**src/rtl/fpx_pkg.sv**
```systemverilog
package fpx_pkg;
   typedef enum logic [1:0] {
      RE1_RES   = 2'd0,
      RE1_AEXP  = 2'd1,
      RE1_BHALF = 2'd2,
      RE1_ZERO  = 2'd3
   } re_op1_e;

   typedef enum logic [1:0] {
      RE2_DIFF  = 2'd0,
      RE2_BEXP  = 2'd1,
      RE2_CEXP  = 2'd2,
      RE2_CONST = 2'd3
   } re_op2_e;

   typedef enum logic [1:0] {
      SH1_DIFF  = 2'd0,
      SH1_BEXP  = 2'd1,
      SH1_SHIFT = 2'd2,
      SH1_ZERO  = 2'd3
   } sh_op1_e;

   localparam int TBL_RESULT = 0;
   localparam int TBL_SHIFT  = 1;
endpackage

```
**src/rtl/fpx_mux4.sv**
```systemverilog
module fpx_mux4 #(
   parameter int W = 13
) (
   input  logic [1:0]   sel,
   input  logic [W-1:0] d0,
   input  logic [W-1:0] d1,
   input  logic [W-1:0] d2,
   input  logic [W-1:0] d3,
   output logic [W-1:0] y
);
   always_comb begin
      unique case (sel)
         2'd0:    y = d0;
         2'd1:    y = d1;
         2'd2:    y = d2;
         default: y = d3;
      endcase
   end
endmodule

```
**src/rtl/fpx_const_table.sv**
```systemverilog
module fpx_const_table #(
   parameter int W       = 13,
   parameter int PATH    = 0,
   parameter int MAX_EXP = 1023,
   parameter int MIN_EXP = -1022,
   parameter int OVF_ADJ = 1536
) (
   input  logic [3:0]   code,
   output logic [W-1:0] value
);
   import fpx_pkg::*;

   generate
      if (PATH == TBL_RESULT) begin : g_result
         always_comb begin
            unique case (code[1:0])
               2'd0:    value = W'(0);
               2'd1:    value = W'(56);
               2'd2:    value = W'(MAX_EXP);
               default: value = W'(OVF_ADJ);
            endcase
         end
      end else begin : g_shift
         always_comb begin
            case (code)
               4'd0:    value = W'(0);
               4'd1:    value = W'(1);
               4'd2:    value = W'(4);
               4'd3:    value = W'(8);
               4'd4:    value = W'(32);
               4'd5:    value = W'(52);
               4'd6:    value = W'(56);
               4'd7:    value = W'(63);
               4'd8:    value = W'(64);
               4'd9:    value = W'(MIN_EXP);
               default: value = W'(0);
            endcase
         end
      end
   endgenerate
endmodule

```
**src/rtl/fpx_neg_add.sv**
```systemverilog
module fpx_neg_add #(
   parameter int W        = 13,
   parameter int NEG_IMPL = 0
) (
   input  logic [W-1:0] x,
   input  logic         neg_x,
   input  logic [W-1:0] z,
   input  logic         neg_z,
   output logic [W-1:0] sum
);
   generate
      if (NEG_IMPL == 0) begin : g_explicit
         logic [W-1:0] xo, zo;
         assign xo  = neg_x ? (~x + W'(1)) : x;
         assign zo  = neg_z ? (~z + W'(1)) : z;
         assign sum = xo + zo;
      end else begin : g_carry_in
         logic [W-1:0] xi, zi;
         assign xi  = x ^ {W{neg_x}};
         assign zi  = z ^ {W{neg_z}};
         assign sum = xi + zi + W'(neg_x) + W'(neg_z);
      end
   endgenerate
endmodule

```
**src/rtl/fp_expo_path.sv**
```systemverilog
module fp_expo_path #(
   parameter int EXP_W      = 13,
   parameter int MANT_W     = 64,
   parameter int MAX_EXP    = 1023,
   parameter int MIN_EXP    = -1022,
   parameter int OVF_ADJ    = 1536,
   parameter int NEG_IMPL   = 0,
   parameter bit LZC_STAGE  = 1'b1,
   localparam int LZC_W     = $clog2(MANT_W + 1)
) (
   input  logic             clk,
   input  logic             rst_n,
   input  logic [EXP_W-1:0] a_exp,
   input  logic [EXP_W-1:0] b_exp,
   input  logic [EXP_W-1:0] c_exp,
   input  logic [LZC_W-1:0] lzc_in,
   input  logic [1:0]       re_sel1,
   input  logic             re_neg1,
   input  logic [1:0]       re_sel2,
   input  logic             re_neg2,
   input  logic [1:0]       re_const,
   input  logic             re_set,
   input  logic [1:0]       sh_sel1,
   input  logic             sh_neg1,
   input  logic             sh_sel2,
   input  logic             sh_neg2,
   input  logic [3:0]       sh_const,
   input  logic             sh_lzc,
   input  logic             sh_set,
   output logic [EXP_W-1:0] res_exp,
   output logic [EXP_W-1:0] shift
);
   import fpx_pkg::*;

   localparam int SPAN = 1 << (EXP_W - 1);

   generate
      if (EXP_W < 8 || EXP_W > 32) begin : g_bad_width
         $error("fp_expo_path: EXP_W out of range");
      end
      if (MAX_EXP >= SPAN || OVF_ADJ >= SPAN || -MIN_EXP > SPAN) begin : g_bad_const
         $error("fp_expo_path: constants do not fit EXP_W");
      end
      if (LZC_W >= EXP_W) begin : g_bad_lzc
         $error("fp_expo_path: count width too wide");
      end
   endgenerate

   logic [LZC_W-1:0] lzc_q;
   generate
      if (LZC_STAGE) begin : g_lzc_reg
         always_ff @(posedge clk) begin
            if (!rst_n) lzc_q <= '0;
            else        lzc_q <= lzc_in;
         end
      end else begin : g_lzc_wire
         assign lzc_q = lzc_in;
      end
   endgenerate

   logic [EXP_W-1:0] diff_exp, b_half, re_k, sh_k;
   logic [EXP_W-1:0] re_x, re_z, sh_x, sh_z, re_sum, sh_sum, sh_next;

   assign diff_exp = res_exp - shift;
   assign b_half   = {b_exp[EXP_W-1], b_exp[EXP_W-1:1]};

   fpx_const_table #(.W(EXP_W), .PATH(TBL_RESULT), .MAX_EXP(MAX_EXP),
                     .MIN_EXP(MIN_EXP), .OVF_ADJ(OVF_ADJ)) u_re_tbl (
      .code ({2'b00, re_const}), .value(re_k));

   fpx_const_table #(.W(EXP_W), .PATH(TBL_SHIFT), .MAX_EXP(MAX_EXP),
                     .MIN_EXP(MIN_EXP), .OVF_ADJ(OVF_ADJ)) u_sh_tbl (
      .code (sh_const), .value(sh_k));

   fpx_mux4 #(.W(EXP_W)) u_re_m1 (.sel(re_sel1),
      .d0(res_exp), .d1(a_exp), .d2(b_half), .d3('0), .y(re_x));

   fpx_mux4 #(.W(EXP_W)) u_re_m2 (.sel(re_sel2),
      .d0(diff_exp), .d1(b_exp), .d2(c_exp), .d3(re_k), .y(re_z));

   fpx_mux4 #(.W(EXP_W)) u_sh_m1 (.sel(sh_sel1),
      .d0(diff_exp), .d1(b_exp), .d2(shift), .d3('0), .y(sh_x));

   assign sh_z = sh_sel2 ? sh_k : a_exp;

   fpx_neg_add #(.W(EXP_W), .NEG_IMPL(NEG_IMPL)) u_re_add (
      .x(re_x), .neg_x(re_neg1), .z(re_z), .neg_z(re_neg2), .sum(re_sum));

   fpx_neg_add #(.W(EXP_W), .NEG_IMPL(NEG_IMPL)) u_sh_add (
      .x(sh_x), .neg_x(sh_neg1), .z(sh_z), .neg_z(sh_neg2), .sum(sh_sum));

   // normalization count joins after the adder
   assign sh_next = sh_lzc ? {{(EXP_W-LZC_W){1'b0}}, lzc_q} : sh_sum;

   always_ff @(posedge clk) begin
      if (!rst_n) begin
         res_exp <= '0;
         shift   <= '0;
      end else begin
         if (re_set) res_exp <= re_sum;
         if (sh_set) shift   <= sh_next;
      end
   end

   assert_one_neg_re_R9: assert property (@(posedge clk) disable iff (!rst_n)
      !(re_neg1 && re_neg2));
   assert_one_neg_sh_R9: assert property (@(posedge clk) disable iff (!rst_n)
      !(sh_neg1 && sh_neg2));
   assert_lzc_range_R7: assert property (@(posedge clk) disable iff (!rst_n)
      lzc_in <= LZC_W'(MANT_W));
   assert_hold_res_R8: assert property (@(posedge clk) disable iff (!rst_n)
      !re_set |=> $stable(res_exp));
   assert_hold_sh_R8: assert property (@(posedge clk) disable iff (!rst_n)
      !sh_set |=> $stable(shift));
   assert_zero_src_R3: assert property (@(posedge clk) disable iff (!rst_n)
      (re_set && re_sel1 == RE1_ZERO && re_sel2 == RE2_CONST && re_const == 2'd0)
      |=> res_exp == '0);
   generate
      if (LZC_STAGE) begin : g_lzc_chk
         assert_lzc_load_R7: assert property (@(posedge clk) disable iff (!rst_n)
            (sh_set && sh_lzc && $past(rst_n)) |=> shift[LZC_W-1:0] == $past(lzc_in, 2));
      end
   endgenerate
endmodule

```
**config.mk**
```make
export PLATFORM = sky130hd
export DESIGN_NAME = fp_expo_path
export DESIGN_NICKNAME = d
export VERILOG_FILES = /design/src/rtl/fpx_pkg.sv /design/src/rtl/fpx_mux4.sv /design/src/rtl/fpx_const_table.sv /design/src/rtl/fpx_neg_add.sv /design/src/rtl/fp_expo_path.sv
export SDC_FILE = /design/constraint.sdc
export NUM_CORES = 1
export LEC_CHECK = 0
export BUFFER_PORTS_ARGS = -buffer_cell sky130_fd_sc_hd__buf_2
export CORE_UTILIZATION = 50
export CTS_BUF_LIST = sky130_fd_sc_hd__clkbuf_2
export CTS_CLUSTER_DIAMETER = 40
export DETAILED_ROUTE_END_ITERATION = 16
export GPL_TIMING_DRIVEN = 0
export HOLD_SLACK_MARGIN = 0.12
export PLACE_DENSITY = 0.77
export SLEW_MARGIN = 10
export SYNTH_ARGS = -nofsm -noshare
export SYNTH_HDL_FRONTEND = slang
export SYNTH_SLANG_ARGS = --single-unit
```
**constraint.sdc**
```tcl
create_clock -name clk -period 7.28 [get_ports clk]
set_clock_uncertainty 0.05 [all_clocks]
set_input_delay 0 -clock clk [delete_from_list [all_inputs] [get_ports clk]]
set_output_delay 0 -clock clk [all_outputs]
set_load 0.1 [all_outputs]
```
### Word-level counts from Yosys, hierarchy flattened

Memories as Yosys holds them, arrays and structs flattened.
Cells that the tools add are included.

* multiplexer cells: 10
* reductions and logical operators: 4
* add/subtract/negate cells: 7
* equal/unequal tests: 8
* bitwise logic cells: 4

Operators with widths (number)
* 13-bit one-hot mux with 3 select lines: 3
* 13-bit 2-to-1 mux: 6
* 13-bit by 1-bit adder with 13-bit output, second input constant: 4
* 13-bit NOT: 4
* 11-bit one-hot mux with 3 select lines: 1
* 13-bit adder: 2
* 13-bit subtractor: 1
* 2-bit by 1-bit equality test with 1-bit output, second input constant: 4
* 2-bit equality test, second input constant: 4
* 2-bit logical NOT: 4

* bits in registers: 33
* input port bits: 68
* memories kept: 1
* ROM bits: 160

Memory list
* (no name shown): depth 16, width 10, read ports 1, clocked after Yosys merged registers in 0, write ports 0, RTL line fpx_const_table.sv:25 `case (code)`

### Longest topological paths before layout

* depth after elaboration: 7
* depth in mapped cells: 22
* mapped depth without buffers: 22

### By module

Synthesis repeated with hierarchy kept, for this count alone.

* cell total of the unflattened synthesis: 591
* area, all modules: 5341.4 sq um

By module, submodules not included
* fp_expo_path: times used 1, area each 2095.8 sq um, cells each 232
* fpx_neg_add (u_sh_add): times used 1, area each 1047.3 sq um, cells each 145
* fpx_neg_add (u_re_add): times used 1, area each 991.0 sq um, cells each 135
* fpx_mux4: times used 3, area each 320.3 sq um, cells each 15
* fpx_const_table (u_sh_tbl): times used 1, area each 136.4 sq um, cells each 19
* fpx_const_table (u_re_tbl): times used 1, area each 110.1 sq um, cells each 15

### Least setup slack after synthesis

OpenSTA, ideal clock, no wires.

* path type: flip-flop to flip-flop
* from: register res_exp[0]
* to: register res_exp[12]
* library setup time: 0.136 ns
* slack: 2.065 ns
* arrival: 5.028 ns
* required time: 7.094 ns
* stages on the path, launching flop included: 23
* clock period less this slack: 5.215 ns
* path through: dfxtp_1 -> inv_1 -> ha_1 -> fa_1 -> inv_1 -> mux4_2 -> inv_1 -> ha_1 -> nor2b_1 -> o2111ai_1 -> o21ai_0 -> xor2_1 -> ha_1 -> or3_1 -> a221oi_1 -> o31ai_1 -> o21ai_0 -> nand2b_1 -> a21oi_1 -> xnor2_1 -> xnor2_1 -> xnor2_1 -> a21oi_1

* cells in the longest elaborated chain, start to end: 6

RTL lines
* start: declaration: RTL line fp_expo_path.sv:30 `output logic [EXP_W-1:0] res_exp,`
* start signal: assignment: RTL line fp_expo_path.sv:100 `if (re_set) res_exp <= re_sum;`
* 13-bit subtractor: RTL line fp_expo_path.sv:64 `assign diff_exp = res_exp - shift;`
* 13-bit one-hot mux with 3 select lines: RTL line fpx_mux4.sv:12 `unique case (sel)`
* 13-bit NOT: RTL line fpx_neg_add.sv:15 `assign zo = neg_z ? (~z + W'(1)) : z;`
* 13-bit by 1-bit adder with 13-bit output: RTL line fpx_neg_add.sv:15
* 13-bit 2-to-1 mux: RTL line fpx_neg_add.sv:15
* 13-bit adder (*): RTL line fpx_neg_add.sv:16 `assign sum = xo + zo;`

Every way passes the cells marked *; elsewhere a longest branch is shown, timed or not.
A chain may end at the register's enable or synchronous reset.

### Worst setup path after layout

* from: register res_exp[0]
* to: register shift[12]

* cells in the longest elaborated chain, start to end: 7

RTL lines
* 13-bit subtractor (*): RTL line fp_expo_path.sv:64
* 13-bit one-hot mux with 3 select lines (*): RTL line fpx_mux4.sv:12
* 13-bit NOT: RTL line fpx_neg_add.sv:14 `assign xo = neg_x ? (~x + W'(1)) : x;`
* 13-bit by 1-bit adder with 13-bit output: RTL line fpx_neg_add.sv:14
* 13-bit 2-to-1 mux (*): RTL line fpx_neg_add.sv:14
* 13-bit adder (*): RTL line fpx_neg_add.sv:16
* 13-bit 2-to-1 mux (*): RTL line fp_expo_path.sv:93 `assign sh_next = sh_lzc ? {{(EXP_W-LZC_W){1'b0}}, lzc_q} : sh_sum;`
* end signal: assignment: RTL line fp_expo_path.sv:101 `if (sh_set) shift <= sh_next;`
* end: declaration: RTL line fp_expo_path.sv:31 `output logic [EXP_W-1:0] shift`

Marked as above.

==> impl_metrics.json <==
{
  "min_period_over_period_pct": 84.7,
  "p_per_area_nw_per_um2": 396,
  "setup_ws_ns": 1.11,
  "yosysWarnings": 0,
  "area_growth_pct": 17.1,
  "initial_core_util_pct": 52.6,
  "drt_iter0_drc": 396,
  "post-synth-top-count-cell": "o21ai_0",
  "worstPathMaxFanout": 4,
  "ios": 94,
  "hold_viol": 0,
  "clock-sinks": 33,
  "final_area_um2": 6130,
  "endpoint_kind": "flip-flop",
  "hold_buffers": 21,
  "grt_max_degree": 13,
  "drcViolationCount": 0,
  "viasPerCell": 6.08,
  "numCtsBuffers": 5,
  "clock_latency_ns": 0.46,
  "fillers": 916,
  "avgRoutedWirePerCell_um": 18.8,
  "clk_pin_slew_ns": 0.27,
  "power_leakage_nw": 2.79,
  "p_clk_share_pct": 5.9,
  "post_synth_num_cell_types": 77,
  "fmax_ghz": 0.162,
  "swShare_pct": 58.1,
  "maxCapViolations": 0,
  "status": "finished clean",
  "slew-limit-headroom_pct": 47.8,
  "mappedNetlistNets": 810,
  "core_area_um2": 9950,
  "tritoncts": "yes",
  "n_antenna_cell": 0,
  "cpLargestDelayFamily": "compound AO/OA/AOI/OAI gates",
  "rsz0062_at_grt": "false",
  "gp_congestion": 0.984,
  "routed-via-count": 5765,
  "numPortBuffers": 89,
  "crit_chain": "inv_1, ha_1, fa_1, nor2b_1, o211a_1, o211ai_2, a311o_1, a2111o_1, or2_2, o31ai_1, and2_1, xnor2_1, ha_1, nor3_1, o2111ai_1, o211ai_1, xor2_1, xnor2_1, nand4_1, dlygate4sd3_1, nand3b_1, dlygate4sd3_1",
  "critical_path.max_stage_delay_ns": 0.58,
  "dieArea_um2": 10900,
  "start_kind": "flip-flop",
  "antenna_found_initial": 0,
  "ys_ff_latch": 33,
  "pre_cts_slack_ns": 2.03,
  "crit_buf_inv": 3,
  "switchingPower_w": 0.00141,
  "syn_inst": 697,
  "fp-row-count": 36,
  "grt_pass1_wl_um": 27800,
  "drive_gt1_share_pct": 17.1,
  "required_ns": 7.67,
  "seq_power_share_pct": 12.5,
  "final_nets": 927,
  "irDropWorstVdd_mv": 0.394,
  "place_area_um2": 5840,
  "synth_top_cell_by_area": "dfxtp_1",
  "crit_arrival_ns": 6.55,
  "synth_seq_area_share_pct": 12.6,
  "chipHeight_um": 104,
  "root_buffer": "clkbuf_2",
  "first_pass_iters": 5,
  "synthTopCellsByArea": "dfxtp_1 (13%), ha_1 (10%), xnor2_1 (7.5%), o21ai_0 (5.5%), mux2i_1 (5.2%)",
  "wl_um": 17800,
  "async_flop_share_pct": 0,
  "cts_resized": 0,
  "grt_usage_pct": 32.2,
  "synth_common_cells": "o21ai_0 (57), inv_1 (55), nand2_1 (52)",
  "die_width_um": 104,
  "clockBufferDepth": 2,
  "yosysTopAreaCellShare_pct": 12.6,
  "post-route-min-period_ns": 6.17,
  "antenna_left": 0,
  "hp-class": "in -> reg",
  "synth-edff-count": 0,
  "p_comb_share_pct": 81.5,
  "synth-main-ff-cell": "dfxtp_1",
  "hpwl_um": 14300,
  "worstMarginPinSlew_ns": 0.773,
  "cts_setup_buffers": 0,
  "critPathSlowestCell": "dlygate4sd3_1",
  "htreeDepth": 2,
  "grt_pass1_vias": 5439,
  "gr-total-overflow": 0,
  "slew_violations": 0,
  "p_total_w": 0.00243,
  "setup_viol": 0,
  "syn_area_per_cell_um2": 7.51,
  "intPower_w": 0.00102,
  "setup.worst_path.class": "reg -> reg",
  "netlist_area_um2": 5230,
  "tns_ns": 0
}
## per-layer routing
layer  wire length, um  share of wire (%)  vias up  track usage, %
met4               648                3.6        0            12.4
met2              8300                 47      256            55.5
met5                 0                  0        -               0
li1                  -                  -     2776               -
met1              7330                 41     2692            40.5
met3              1510                8.5       41            3.88
## layout make-up
type	count	area (um^2)	area share (%)
multi-input cells	578	4210	68.7
flip-flops and latches	33	661	10.8
clock inverters	3	46.3	0.756
clock buffers	5	25.0	0.408
inverters	56	210	3.43
well taps	133	166	2.72
plain buffers	30	150	2.45
repair buffers	110	656	10.7
## state kept, by name, summed over array words and instances, names as in the netlist
register,cells
shift,13
lzc_q,7
res_exp,13
## final timing paths
kind	slack (ns)	start	cells after the start	to
max	1.11	res_exp[0]$_SDFFE_PN0P_	22	shift[12]$_SDFFE_PN0P_
min	0.26	lzc_in[3]	3	lzc_q[3]$_SDFF_PN0_
max reg2reg	1.11	res_exp[0]$_SDFFE_PN0P_	22	shift[12]$_SDFFE_PN0P_
min reg2reg	0.50	res_exp[11]$_SDFFE_PN0P_	2	res_exp[11]$_SDFFE_PN0P_
## power by group through the flow
stage          logic [W]  clock network, W  registers [W]
3_3_place_gp     0.00186                 0       0.000300
6_report         0.00198          0.000144       0.000304
3_5_place_dp     0.00190                 0       0.000303
4_1_cts          0.00193          0.000144       0.000299
5_1_grt          0.00213          0.000151       0.000303
2_1_floorplan    0.00122                 0       0.000569
## cells by family after synthesis
| family | after synthesis | share of synthesized area, % |
|---|---|---|
| adder cells (fa/ha/maj) | 45 | 11.2 |
| XOR/XNOR | 65 | 10.9 |
| AO/OA/AOI/OAI | 217 | 29.2 |
| buffers and inverters | 86 | 6.89 |
| AND/OR/NAND/NOR | 218 | 22.1 |
| flip-flops | 33 | 12.6 |
| multiplexers | 33 | 7.10 |
## tightest hold or removal path, delay by kind of cell
kind                   cells  cell delay [ns]
and+or+nand+nor            1             0.10
buffers and inverters      2             0.61
## stage by stage
step	utilization (%)	instances	hold WS [ns]
6_report	61.5	948	0.262
4_1_cts	61.5	948	0.253
2_1_floorplan	-	697	0.0773
3_3_place_gp	58.7	919	0.154
5_1_grt	61.5	948	0.237
3_5_place_dp	58.7	919	0.159
## cells in the final DEF (no fill, tap or decap), types with 4 or more instances in the layout
master / netlist / routed
a211oi_1: 4 / 4
a21o_1: 10 / 10
a21oi_1: 38 / 38
a22o_2: 4 / 4
a31oi_1: 7 / 7
and2_1: 14 / 14
buf_2: 3 / 92
clkbuf_1: 20 / 20
clkbuf_2: 0 / 5
dfxtp_1: 33 / 33
dlygate4sd3_1: 0 / 21
ha_1: 42 / 42
inv_1: 55 / 55
mux2i_1: 27 / 27
nand2_1: 52 / 52
nand2b_1: 14 / 14
nand3_1: 13 / 13
nand3b_1: 6 / 6
nor2_1: 34 / 34
nor2b_1: 30 / 30
nor3_1: 16 / 16
nor3b_1: 7 / 7
o2111ai_1: 7 / 7
o211a_1: 11 / 11
o211ai_1: 6 / 6
o21a_1: 6 / 6
o21ai_0: 57 / 57
o221ai_1: 4 / 4
o22ai_1: 5 / 5
o2bb2ai_1: 8 / 8
o311ai_0: 4 / 4
o31ai_1: 7 / 7
o41ai_1: 4 / 4
or2_2: 8 / 8
or3_1: 9 / 9
xnor2_1: 45 / 45
xor2_1: 20 / 20
Power figures use the tool's default switching activity.
